## config.mk

```make
export PLATFORM = sky130hd
export DESIGN_NAME = boot_cmd_responder
export DESIGN_NICKNAME = d
export VERILOG_FILES = /design/src/rtl/bcr_pkg.sv /design/src/rtl/bcr_prot_decode.sv /design/src/rtl/bcr_tx_seq.sv /design/src/rtl/bcr_addr_collect.sv /design/src/rtl/boot_cmd_responder.sv
export SDC_FILE = /design/constraint.sdc
export NUM_CORES = 1
export LEC_CHECK = 0
export BUFFER_PORTS_ARGS = -buffer_cell sky130_fd_sc_hd__buf_2
export CORE_ASPECT_RATIO = 1.2
export CORE_UTILIZATION = 35
export CTS_CLUSTER_SIZE = 12
export DETAILED_ROUTE_END_ITERATION = 7
export SLEW_MARGIN = 25
export SYNTH_ARGS = -nofsm -noshare
export SYNTH_HDL_FRONTEND = slang
export SYNTH_HIERARCHICAL = 1
export SYNTH_SLANG_ARGS = --single-unit
export TNS_END_PERCENT = 10
```

## constraint.sdc

```tcl
create_clock -name clk -period 2.55 [get_ports clk]
set_input_delay 0.255 -clock clk [delete_from_list [all_inputs] [get_ports clk]]
set_output_delay 0.255 -clock clk [all_outputs]
set_load 0.005 [all_outputs]
```

## src/rtl/bcr_pkg.sv

```systemverilog
// Shared constants and types for the bootloader command responder.
// Assumes byte-wide protocol symbols and a 16-bit product identifier.
package bcr_pkg;
    localparam logic [7:0]  BYTE_WAKE   = 8'h7F;
    localparam logic [7:0]  BYTE_ACK    = 8'h79;
    localparam logic [7:0]  BYTE_NACK   = 8'h1F;
    localparam logic [7:0]  CODE_IDENT  = 8'h02;
    localparam logic [7:0]  CODE_FETCH  = 8'h11;
    localparam logic [7:0]  OPT_OPEN    = 8'hAA;
    localparam logic [7:0]  OPT_SEALED  = 8'hCC;
    localparam logic [15:0] PRODUCT_ID  = 16'h0429;

    typedef enum logic [1:0] {
        LVL_OPEN     = 2'd0,
        LVL_READLOCK = 2'd1,
        LVL_SEALED   = 2'd2
    } prot_lvl_t;

    typedef enum logic [3:0] {
        S_ASLEEP,
        S_CODE,
        S_CODE_CK,
        S_ADDR,
        S_LEN,
        S_LEN_CK,
        S_REPLY,
        S_STREAM
    } phase_t;
endpackage

```

## src/rtl/bcr_prot_decode.sv

```systemverilog
// Decodes the readout-protection option byte into a level.
// Assumes the option byte is stable while a command is being judged.
module bcr_prot_decode
    import bcr_pkg::*;
(
    input  logic [7:0] opt_byte,
    output prot_lvl_t  level,
    output logic       is_open
);
    // Exact-match decode; every unlisted value falls into the read-locked level.
    always_comb begin
        if (opt_byte == OPT_OPEN)        level = LVL_OPEN;
        else if (opt_byte == OPT_SEALED) level = LVL_SEALED;
        else                             level = LVL_READLOCK;
        is_open = (opt_byte == OPT_OPEN);
    end
endmodule

```

## src/rtl/bcr_tx_seq.sv

```systemverilog
// Short reply sequencer: loads up to DEPTH bytes at once and offers them
// in order on a valid/ready stream. Assumes load only arrives while idle.
module bcr_tx_seq #(
    parameter int DEPTH = 3,
    localparam int CW   = $clog2(DEPTH + 1)
) (
    input  logic                 clk,
    input  logic                 rst_n,
    input  logic                 load,
    input  logic [DEPTH-1:0][7:0] load_bytes,
    input  logic [CW-1:0]        load_count,
    input  logic                 out_ready,
    output logic                 out_valid,
    output logic [7:0]           out_data,
    output logic                 last_taken
);
    logic [DEPTH-1:0][7:0] buf_q;
    logic [CW-1:0]         left_q;
    logic [CW-1:0]         pos_q;

    // Holds the loaded bytes and walks through them on each accepted transfer.
    always_ff @(posedge clk) begin
        if (!rst_n) begin
            buf_q  <= '0;
            left_q <= '0;
            pos_q  <= '0;
        end else if (load) begin
            buf_q  <= load_bytes;
            left_q <= load_count;
            pos_q  <= '0;
        end else if (out_valid && out_ready) begin
            left_q <= left_q - CW'(1);
            pos_q  <= pos_q + CW'(1);
        end
    end

    // Selects the current byte without indexing past the buffer.
    always_comb begin
        out_valid = (left_q != '0);
        out_data  = 8'h00;
        for (int i = 0; i < DEPTH; i++) begin
            if (out_valid && pos_q == CW'(i)) out_data = buf_q[i];
        end
        last_taken = out_valid && out_ready && (left_q == CW'(1));
    end

    p_hold_r10: assert property (@(posedge clk) disable iff (!rst_n)
        (out_valid && !out_ready && !load) |=> (out_valid && $stable(out_data)))
        else $error("offered reply byte changed before it was taken");
endmodule

```

## src/rtl/bcr_addr_collect.sv

```systemverilog
// Gathers a big-endian address byte by byte with a running XOR, then acts
// as the incrementing read pointer. Assumes shift and step never coincide.
module bcr_addr_collect #(
    parameter int NBYTES = 4,
    localparam int AW    = 8 * NBYTES,
    localparam int FW    = $clog2(NBYTES + 1)
) (
    input  logic          clk,
    input  logic          rst_n,
    input  logic          clear,
    input  logic          shift,
    input  logic [7:0]    shift_byte,
    input  logic          step,
    output logic [AW-1:0] addr,
    output logic [7:0]    xsum,
    output logic          full
);
    logic [FW-1:0] fill_q;

    // Shifts address bytes in, folds them into the XOR, and counts reads later.
    always_ff @(posedge clk) begin
        if (!rst_n || clear) begin
            addr   <= '0;
            xsum   <= '0;
            fill_q <= '0;
        end else if (shift && !full) begin
            addr   <= {addr[AW-9:0], shift_byte};
            xsum   <= xsum ^ shift_byte;
            fill_q <= fill_q + FW'(1);
        end else if (step) begin
            addr <= addr + AW'(1);
        end
    end

    assign full = (fill_q == FW'(NBYTES));

    p_step_r9: assert property (@(posedge clk) disable iff (!rst_n)
        (step && !clear && !shift) |=> (addr == $past(addr) + AW'(1)))
        else $error("read pointer did not advance by one");

    p_fill_bound_r8: assert property (@(posedge clk) disable iff (!rst_n)
        fill_q <= FW'(NBYTES))
        else $error("address fill count overran");
endmodule

```

## src/rtl/boot_cmd_responder.sv

```systemverilog
// Device-side bootloader command responder. It sleeps until the wake byte,
// then serves identity and guarded memory-read commands. It assumes a
// half-duplex host (no rx bytes while a reply or stream is pending) and a
// combinational memory port whose data matches mem_addr in the same cycle.
module boot_cmd_responder
    import bcr_pkg::*;
#(
    parameter int ADDR_BYTES = 4,
    parameter int LEN_W      = 8,
    localparam int AW        = 8 * ADDR_BYTES,
    localparam int CNT_W     = LEN_W + 1,
    localparam int ID_BYTES  = 2,
    localparam int RESP_MAX  = 1 + ID_BYTES,
    localparam int RCW       = $clog2(RESP_MAX + 1)
) (
    input  logic          clk,
    input  logic          rst_n,
    input  logic          rx_valid,
    input  logic [7:0]    rx_data,
    input  logic          tx_ready,
    output logic          tx_valid,
    output logic [7:0]    tx_data,
    input  logic [7:0]    prot_opt,
    output logic [1:0]    prot_level,
    output logic          mem_rd,
    output logic [AW-1:0] mem_addr,
    input  logic [7:0]    mem_rdata
);
    phase_t                   st_q, st_d, ret_q, ret_d;
    logic [7:0]               code_q, code_d;
    logic [LEN_W-1:0]         len_q, len_d;
    logic [CNT_W-1:0]         left_q, left_d;
    logic                     seq_load, seq_valid, seq_last;
    logic [RESP_MAX-1:0][7:0] seq_bytes;
    logic [RCW-1:0]           seq_cnt;
    logic [7:0]               seq_data;
    logic                     col_clear, col_shift, col_full;
    logic [7:0]               col_xsum;
    prot_lvl_t                lvl;
    logic                     lvl_open;
    logic                     streaming;

    bcr_prot_decode i_prot (
        .opt_byte (prot_opt),
        .level    (lvl),
        .is_open  (lvl_open)
    );

    bcr_tx_seq #(.DEPTH(RESP_MAX)) i_seq (
        .clk        (clk),
        .rst_n      (rst_n),
        .load       (seq_load),
        .load_bytes (seq_bytes),
        .load_count (seq_cnt),
        .out_ready  (tx_ready),
        .out_valid  (seq_valid),
        .out_data   (seq_data),
        .last_taken (seq_last)
    );

    bcr_addr_collect #(.NBYTES(ADDR_BYTES)) i_addr (
        .clk        (clk),
        .rst_n      (rst_n),
        .clear      (col_clear),
        .shift      (col_shift),
        .shift_byte (rx_data),
        .step       (mem_rd),
        .addr       (mem_addr),
        .xsum       (col_xsum),
        .full       (col_full)
    );

    assign prot_level = lvl;
    assign streaming  = (st_q == S_STREAM);
    assign mem_rd     = streaming && tx_ready;
    assign tx_valid   = seq_valid || streaming;
    assign tx_data    = streaming ? mem_rdata : seq_data;

    // Protocol decisions: judges each received byte and schedules the reply.
    always_comb begin
        st_d      = st_q;
        ret_d     = ret_q;
        code_d    = code_q;
        len_d     = len_q;
        left_d    = left_q;
        seq_load  = 1'b0;
        seq_bytes = '0;
        seq_cnt   = '0;
        col_clear = 1'b0;
        col_shift = 1'b0;
        unique case (st_q)
            S_ASLEEP: begin
                if (rx_valid && rx_data == BYTE_WAKE) begin
                    seq_load = 1'b1; seq_bytes[0] = BYTE_ACK; seq_cnt = RCW'(1);
                    ret_d = S_CODE; st_d = S_REPLY;
                end
            end
            S_CODE: begin
                if (rx_valid) begin
                    code_d = rx_data;
                    st_d   = S_CODE_CK;
                end
            end
            S_CODE_CK: begin
                if (rx_valid) begin
                    seq_load = 1'b1; seq_cnt = RCW'(1); seq_bytes[0] = BYTE_NACK;
                    ret_d = S_CODE; st_d = S_REPLY;
                    if (rx_data == ~code_q) begin
                        if (code_q == CODE_IDENT) begin
                            seq_bytes[0] = BYTE_ACK;
                            for (int i = 0; i < ID_BYTES; i++)
                                seq_bytes[1+i] = PRODUCT_ID[8*(ID_BYTES-1-i) +: 8];
                            seq_cnt = RCW'(RESP_MAX);
                        end else if (code_q == CODE_FETCH && lvl_open) begin
                            seq_bytes[0] = BYTE_ACK;
                            col_clear    = 1'b1;
                            ret_d        = S_ADDR;
                        end
                    end
                end
            end
            S_ADDR: begin
                if (rx_valid) begin
                    if (!col_full) begin
                        col_shift = 1'b1;
                    end else begin
                        seq_load = 1'b1; seq_cnt = RCW'(1); st_d = S_REPLY;
                        if (rx_data == col_xsum) begin
                            seq_bytes[0] = BYTE_ACK;  ret_d = S_LEN;
                        end else begin
                            seq_bytes[0] = BYTE_NACK; ret_d = S_CODE;
                        end
                    end
                end
            end
            S_LEN: begin
                if (rx_valid) begin
                    len_d = rx_data[LEN_W-1:0];
                    st_d  = S_LEN_CK;
                end
            end
            S_LEN_CK: begin
                if (rx_valid) begin
                    seq_load = 1'b1; seq_cnt = RCW'(1); st_d = S_REPLY;
                    if (rx_data[LEN_W-1:0] == ~len_q) begin
                        seq_bytes[0] = BYTE_ACK;
                        ret_d  = S_STREAM;
                        left_d = {1'b0, len_q} + CNT_W'(1);
                    end else begin
                        seq_bytes[0] = BYTE_NACK;
                        ret_d = S_CODE;
                    end
                end
            end
            S_REPLY: begin
                if (seq_last) st_d = ret_q;
            end
            S_STREAM: begin
                if (tx_ready) begin
                    left_d = left_q - CNT_W'(1);
                    if (left_q == CNT_W'(1)) st_d = S_CODE;
                end
            end
            default: st_d = S_ASLEEP;
        endcase
    end

    // Phase, return phase, latched code, length and remaining-count registers.
    always_ff @(posedge clk) begin
        if (!rst_n) begin
            st_q   <= S_ASLEEP;
            ret_q  <= S_CODE;
            code_q <= '0;
            len_q  <= '0;
            left_q <= '0;
        end else begin
            st_q   <= st_d;
            ret_q  <= ret_d;
            code_q <= code_d;
            len_q  <= len_d;
            left_q <= left_d;
        end
    end

    p_silent_asleep_r2: assert property (@(posedge clk) disable iff (!rst_n)
        (st_q == S_ASLEEP && rx_valid && rx_data != BYTE_WAKE) |=> !tx_valid)
        else $error("transmitted while asleep");

    p_read_gate_r7: assert property (@(posedge clk) disable iff (!rst_n)
        (st_q == S_CODE_CK && rx_valid && code_q == CODE_FETCH &&
         rx_data == ~CODE_FETCH && prot_opt != OPT_OPEN)
        |=> (tx_valid && tx_data == BYTE_NACK))
        else $error("locked read was not refused first");

    p_stream_excl_r9: assert property (@(posedge clk) disable iff (!rst_n)
        streaming |-> !seq_valid)
        else $error("reply and stream overlapped");

    p_rd_handshake_r10: assert property (@(posedge clk) disable iff (!rst_n)
        mem_rd |-> (tx_valid && tx_ready))
        else $error("memory consumed without a transfer");
endmodule

```

==> results of run 1 <==
==> what timing repair did <==
item	4_1_cts	5_1_grt
hold buffers	0	0
setup endpoints to repair	0	8
resized for setup	0	2
==> sequential cells by signal (all words and copies together), names as in the netlist <==
register,flops
ret_q,3
left_q,9
i_addr/fill_q,3
i_seq/buf_q,24
i_seq/pos_q,2
code_q,8
i_seq/left_q,2
st_q,3
i_addr/xsum,8
len_q,8
i_addr/addr,32
==> cells in the mapped netlist (all sizes together) (3+ instances only) <==
library cell  count  share of area [%]
nand2           108                6.7
dfxtp           102                 34
nor2             52                3.4
a21oi            50                4.1
nand3            38                3.1
xor2             36                5.2
mux2i            34                5.6
nor2b            33                3.5
o21ai            32                2.7
xnor2            29                4.2
buf              23                2.9
clkbuf           22                1.4
nor3             21                1.9
inv              20                1.3
nand4            18                2.2
a31oi            14                1.7
nand2b           14                1.4
and3             13                1.4
ha               12                2.5
nor4              9                1.4
a211oi            5               0.62
and2              5               0.56
o22ai             4               0.41
and4              3               0.43
nand3b            3               0.37
o211ai            3               0.37
==> cells by family (layout without fill, tap and decap cells) <==
logic type	Yosys count	after routing	share of synthesized area (%)
buffers and inverters	65	128	5.570
multiplexers	35	35	5.819
other	1	13	0.06207
flip-flops	102	102	33.80
AO/OA/AOI/OAI	136	136	14.14
adder cells (fa/ha/maj)	12	12	2.485
AND/OR/NAND/NOR	329	329	28.70
XOR/XNOR	65	65	9.422
==> critical path: stages, from the launching register on <==
cell and delay [ns]:
dfxtp_1 0.38, inv_1 0.08, ha_1 0.23, nor2b_2 0.30
nand3_1 0.14, a31oi_1 0.27, nand2_1 0.09, nand2_1 0.09
buf_2 0.10
==> metrics by stage <==
step                power (mW)  instances  hold slack [ns]  instance area, sq um  utilization [%]
floorplan                2.588        757           0.3832                  6087                -
global placement         2.845       1020           0.4460                  6624            39.31
detailed placement       2.849       1020           0.4491                  6624            39.31
CTS                      4.292       1036           0.2091                  6932            41.13
global route             4.476       1036           0.2235                  6937            41.16
finish                   4.250       1036           0.2221                  6937            41.16
==> path summary, 6_finish.rpt <==
kind,from,to,slack [ns],depth (start not counted)
max,i_seq/left_q[0],tx_data[1],0.27,8
min,rx_data[2],code_q[2],0.22,3
max reg2reg,code_q[7],i_addr/addr[14],0.41,8
min reg2reg,code_q[6],code_q[6],0.47,2
==> routing by layer <==
metal  share of wire, %  up-vias  wire length, um  GRT usage (%)
li1                   -     2711                -              -
met1                 46     2489             7022          22.38
met2                 49       90             7375          29.52
met3                3.9       14              594          3.683
met4                1.3        0              202          4.630
met5                  0        -                0              0
==> power groups by stage <==
| stage | clock network (mW) | registers, mW | logic (mW) |
|---|---|---|---|
| 6_report | 1.43 | 1.84 | 0.978 |
| 5_1_grt | 1.53 | 1.86 | 1.09 |
| 4_1_cts | 1.47 | 1.84 | 0.976 |
| 3_5_place_dp | 0 | 1.88 | 0.973 |
| 3_3_place_gp | 0 | 1.87 | 0.972 |
| 2_1_floorplan | 0 | 1.85 | 0.737 |
==> area by class of cell <==
type / count / area share, %
clock inverters: 5 / 0.9380
inverters: 20 / 1.118
flip-flops and latches: 102 / 29.44
multi-input cells: 590 / 53.54
repair buffers: 92 / 7.576
well taps: 216 / 3.896
clock buffers: 11 / 3.499
==> impl_metrics.toml, run 1 <==
[outcome]
status = "finished, final reports clean"

[route]
wl_um = 15200
drc = 0
ant_nets = 0
wl_per_cell_um = 14.67
via_per_inst = 5.120
dr.first_iter.drc_count = 290
num_vias = 5304
drt_pre_antenna_iters = 4

[layout]
final_cell_mix = "nand2_1, dfxtp_1, buf_2"
seqCellArea_sq_um = 2042
multi_input_area_sq_um = 3714
layout-drive-gt1-share_pct = 16.95
nets = 855
final_common_cell = "nand2_1"
synthToLayoutAreaGrowth_pct = 14.81
fillCellCount = 1742
antennaDiodeCount = 0

[clock_network]
cts-root-buf = "clkbuf_16"
clk_latency_ns = 0.35
path_clk_slew_ns = 0.07
clock_sinks = 102
cts_tree = "yes"
cts_htree_levels = 3
numCtsBuffers = 9
post_cts_buffers = 0
clk_path_buf_depth = 2

[yosys]
synth_top_flop_cell = "dfxtp_1"
ys_seq_area_share_pct = 33.80
synth_area_per_cell_sq_um = 8.110
postSynthCellCount = 745
ys_types = 76
yosys_warnings = 6
synth_area_sq_um = 6042
ys_seq_elements = 102
synth_edf_count = 0
postSynth.asyncResetShare_pct = 0

[power_and_ir_drop]
sequentialPowerShare_pct = 43.3
power_density_nw_per_um2 = 612.7
leakage_nw = 2.740
power.share.combinational_pct = 23.0
ir_worst_vdd_v = 0.0005102
swShare_pct = 30.80
clkPwrFrac_pct = 33.7
power.internal_mw = 2.941
p_switching_mw = 1.309

[setup_path]
worstPathRequired_ns = 2.30
worst_setup_path_start_kind = "register"
critical_path_arrival_ns = 2.03
path_class = "reg2out"
end_kind = "output port"
path_max_fanout = 8

[place]
post-place-ws_ns = 0.3174
gp_congestion = 0.8540
dp_hpwl_um = 11070
io_buffers = 71

[grt]
grt_pass1_vias = 4837
grt_max_degree = 34
grt_usage_pct = 17.53
antenna_found_initial = 0
grt_pass1_wl_um = 24750
overflow = 0

[timing]
grt_setup_unrepaired = "no"
clock_skew_ns = 0.01066
setup_viol = 0
setup_ws_ns = 0.2693
max_slew_margin_pct = 52.23
period_minus_slack_ns = 2.281
finalMaxSlewViolations = 0
finalSetupTns_ns = 0
finalCritPeriodShare_pct = 89.44
max_freq_mhz = 438.5
worst_pin_slew_ns = 0.7151
finalHoldViolCount = 0

[die]
initial_core_util_pct = 35.86
die_h_um = 145.9
io-pin-count = 72
die_area_sq_um = 17790
dieWidth_um = 121.9
coreArea_sq_um = 16850
rows = 52

[job]
maxCapViolCount = 0

[min_path]
hp-class = "in2reg"
No activity file was read; power rests on OpenSTA's default activity.
==> inputs of run 2 (changes only) <==
CTS_BUF_LIST = sky130_fd_sc_hd__clkbuf_4 sky130_fd_sc_hd__clkbuf_8   (was default)
==> run 2 against run 1 <==
Clock skew rose by 0.0081 ns. Core utilization fell by 0.58 points. Cell area fell by 1.4%. Routed wire length rose by 0.51%.
==> impl_metrics.toml, run 2 (synthesized netlist as in run 1, its figures left out) <==
[timing]
max_freq_mhz = 427.7
max_slew_margin_pct = 52.52
setup_viol = 0
finalMaxSlewViolations = 0
period_minus_slack_ns = 2.338
worst_pin_slew_ns = 0.7102
finalCritPeriodShare_pct = 91.70
finalSetupTns_ns = 0
clock_skew_ns = 0.01873
setup_ws_ns = 0.2117
finalHoldViolCount = 0
grt_setup_unrepaired = "no"
whs_ns = 0.1711

[power_and_ir_drop]
finalPower_mw = 3.928
power_density_nw_per_um2 = 574.3
p_switching_mw = 1.283
power.internal_mw = 2.644
swShare_pct = 32.67
clkPwrFrac_pct = 28.2
ir_worst_vdd_v = 0.0003330
sequentialPowerShare_pct = 46.9
leakage_nw = 2.697
power.share.combinational_pct = 24.9

[clock_network]
ctsHoldBuffers = 0
clk_latency_ns = 0.39
numCtsBuffers = 9
clk_path_buf_depth = 2
cts-root-buf = "clkbuf_8"
cts_tree = "yes"
cts_htree_levels = 3
clock_sinks = 102
path_clk_slew_ns = 0.11

[place]
dp_cells = 1020
dpl_cell_area_sq_um = 6624
dp_hpwl_um = 11070
gp_congestion = 0.8540
post-place-ws_ns = 0.3174
io_buffers = 71

[outcome]
status = "finished, final reports clean"

[setup_path]
path_max_fanout = 8
regToRegEndpoint = "i_addr/addr[14]"
path_class = "reg2out"
critical_path_arrival_ns = 2.08
r2r_cells = 8
end_kind = "output port"
worstSetupStartpoint = "i_seq/left_q[0]"
worst_setup_path_start_kind = "register"
regToRegSetupSlack_ns = 0.41
worstPathRequired_ns = 2.30
r2r_start = "code_q[7]"

[layout]
multi_input_area_sq_um = 3714
registers.top_by_ff_count = "i_addr/addr"
seqCellArea_sq_um = 2042
final_cell_area_sq_um = 6839
antennaDiodeCount = 0
stdcell_count = 1036
synthToLayoutAreaGrowth_pct = 13.19
finish.utilization_pct = 40.59
layout-drive-gt1-share_pct = 17.07
fillCellCount = 1754
largest_reg_flops = 32
nets = 855
reg.largest.list = "i_addr/addr (32), i_seq/buf_q (24), left_q (9)"
final_common_cell = "nand2_1"
final_cell_mix = "nand2_1, dfxtp_1, buf_2"

[route]
via_per_inst = 5.113
dr.first_iter.drc_count = 314
drc = 0
num_vias = 5297
drt_pre_antenna_iters = 4
wl_per_cell_um = 14.74
ant_nets = 0
wl_um = 15270

[die]
die_h_um = 145.9
dieWidth_um = 121.9
coreArea_sq_um = 16850
die_area_sq_um = 17790
io-pin-count = 72
initial_core_util_pct = 35.86
rows = 52

[grt]
overflow = 0
grt_usage_pct = 17.60
grt_pass1_wl_um = 24760
grt_max_degree = 34
antenna_found_initial = 0
grt_pass1_vias = 4820

[min_path]
hold_start = "rx_data[2]"
whs_endpoint = "code_q[2]"
hp-class = "in2reg"
hold_depth = 3

[job]
maxCapViolCount = 0
## run 2: cell count changes in the layout (fill, tap and decap cells not counted)
cell / before / now
clkbuf_1: 1 / 0
clkbuf_16: 9 / 0
clkbuf_4: 0 / 1
clkbuf_8: 1 / 10
## run 2: worst max-delay path, stage by stage, from the launching register on
cell     delay [ns]
dfxtp_1        0.39
inv_1          0.08
ha_1           0.23
nor2b_2        0.31
nand3_1        0.15
a31oi_1        0.26
nand2_1        0.09
nand2_1        0.09
buf_2          0.10
## run 2: final cells by class
type	instances	area share [%]
clock buffers	11	2.122
clock inverters	5	0.9513
inverters	20	1.134
multi-input cells	590	54.30
flip-flops and latches	102	29.86
well taps	216	3.952
repair buffers	92	7.684
## run 2: routing by layer
| metal | share of wire (%) | GRT usage [%] | vias up |
|---|---|---|---|
| met5 | 0 | 0 | - |
| met4 | 1.0 | 4.753 | 0 |
| met3 | 4.2 | 4.036 | 11 |
| met2 | 48 | 29.44 | 106 |
| met1 | 46 | 22.38 | 2472 |
| li1 | - | - | 2708 |
## run 2: timing repair
item,in CTS,in global routing
setup endpoints to repair,1,8
gates resized for setup,1,1
buffers inserted,0,0
## run 2: worst max-delay path by stage
stage	endpoint	slack [ns]	depth (start not counted)
after floorplan	i_addr/addr[22]	0.43	8
after global placement	i_addr/addr[21]	0.38	9
after detailed placement	i_addr/addr[8]	0.32	9
after CTS	tx_data[1]	0.004	8
after global routing	tx_data[1]	0.04	8
final	tx_data[1]	0.21	8
## run 2: power by group through the flow
stage	registers [mW]	logic [mW]	clock network, mW
final	1.84	0.979	1.11
after global routing	1.86	1.09	1.20
after CTS	1.84	0.978	1.15
after detailed placement	1.88	0.973	0
after global placement	1.87	0.972	0
after floorplan	1.85	0.737	0
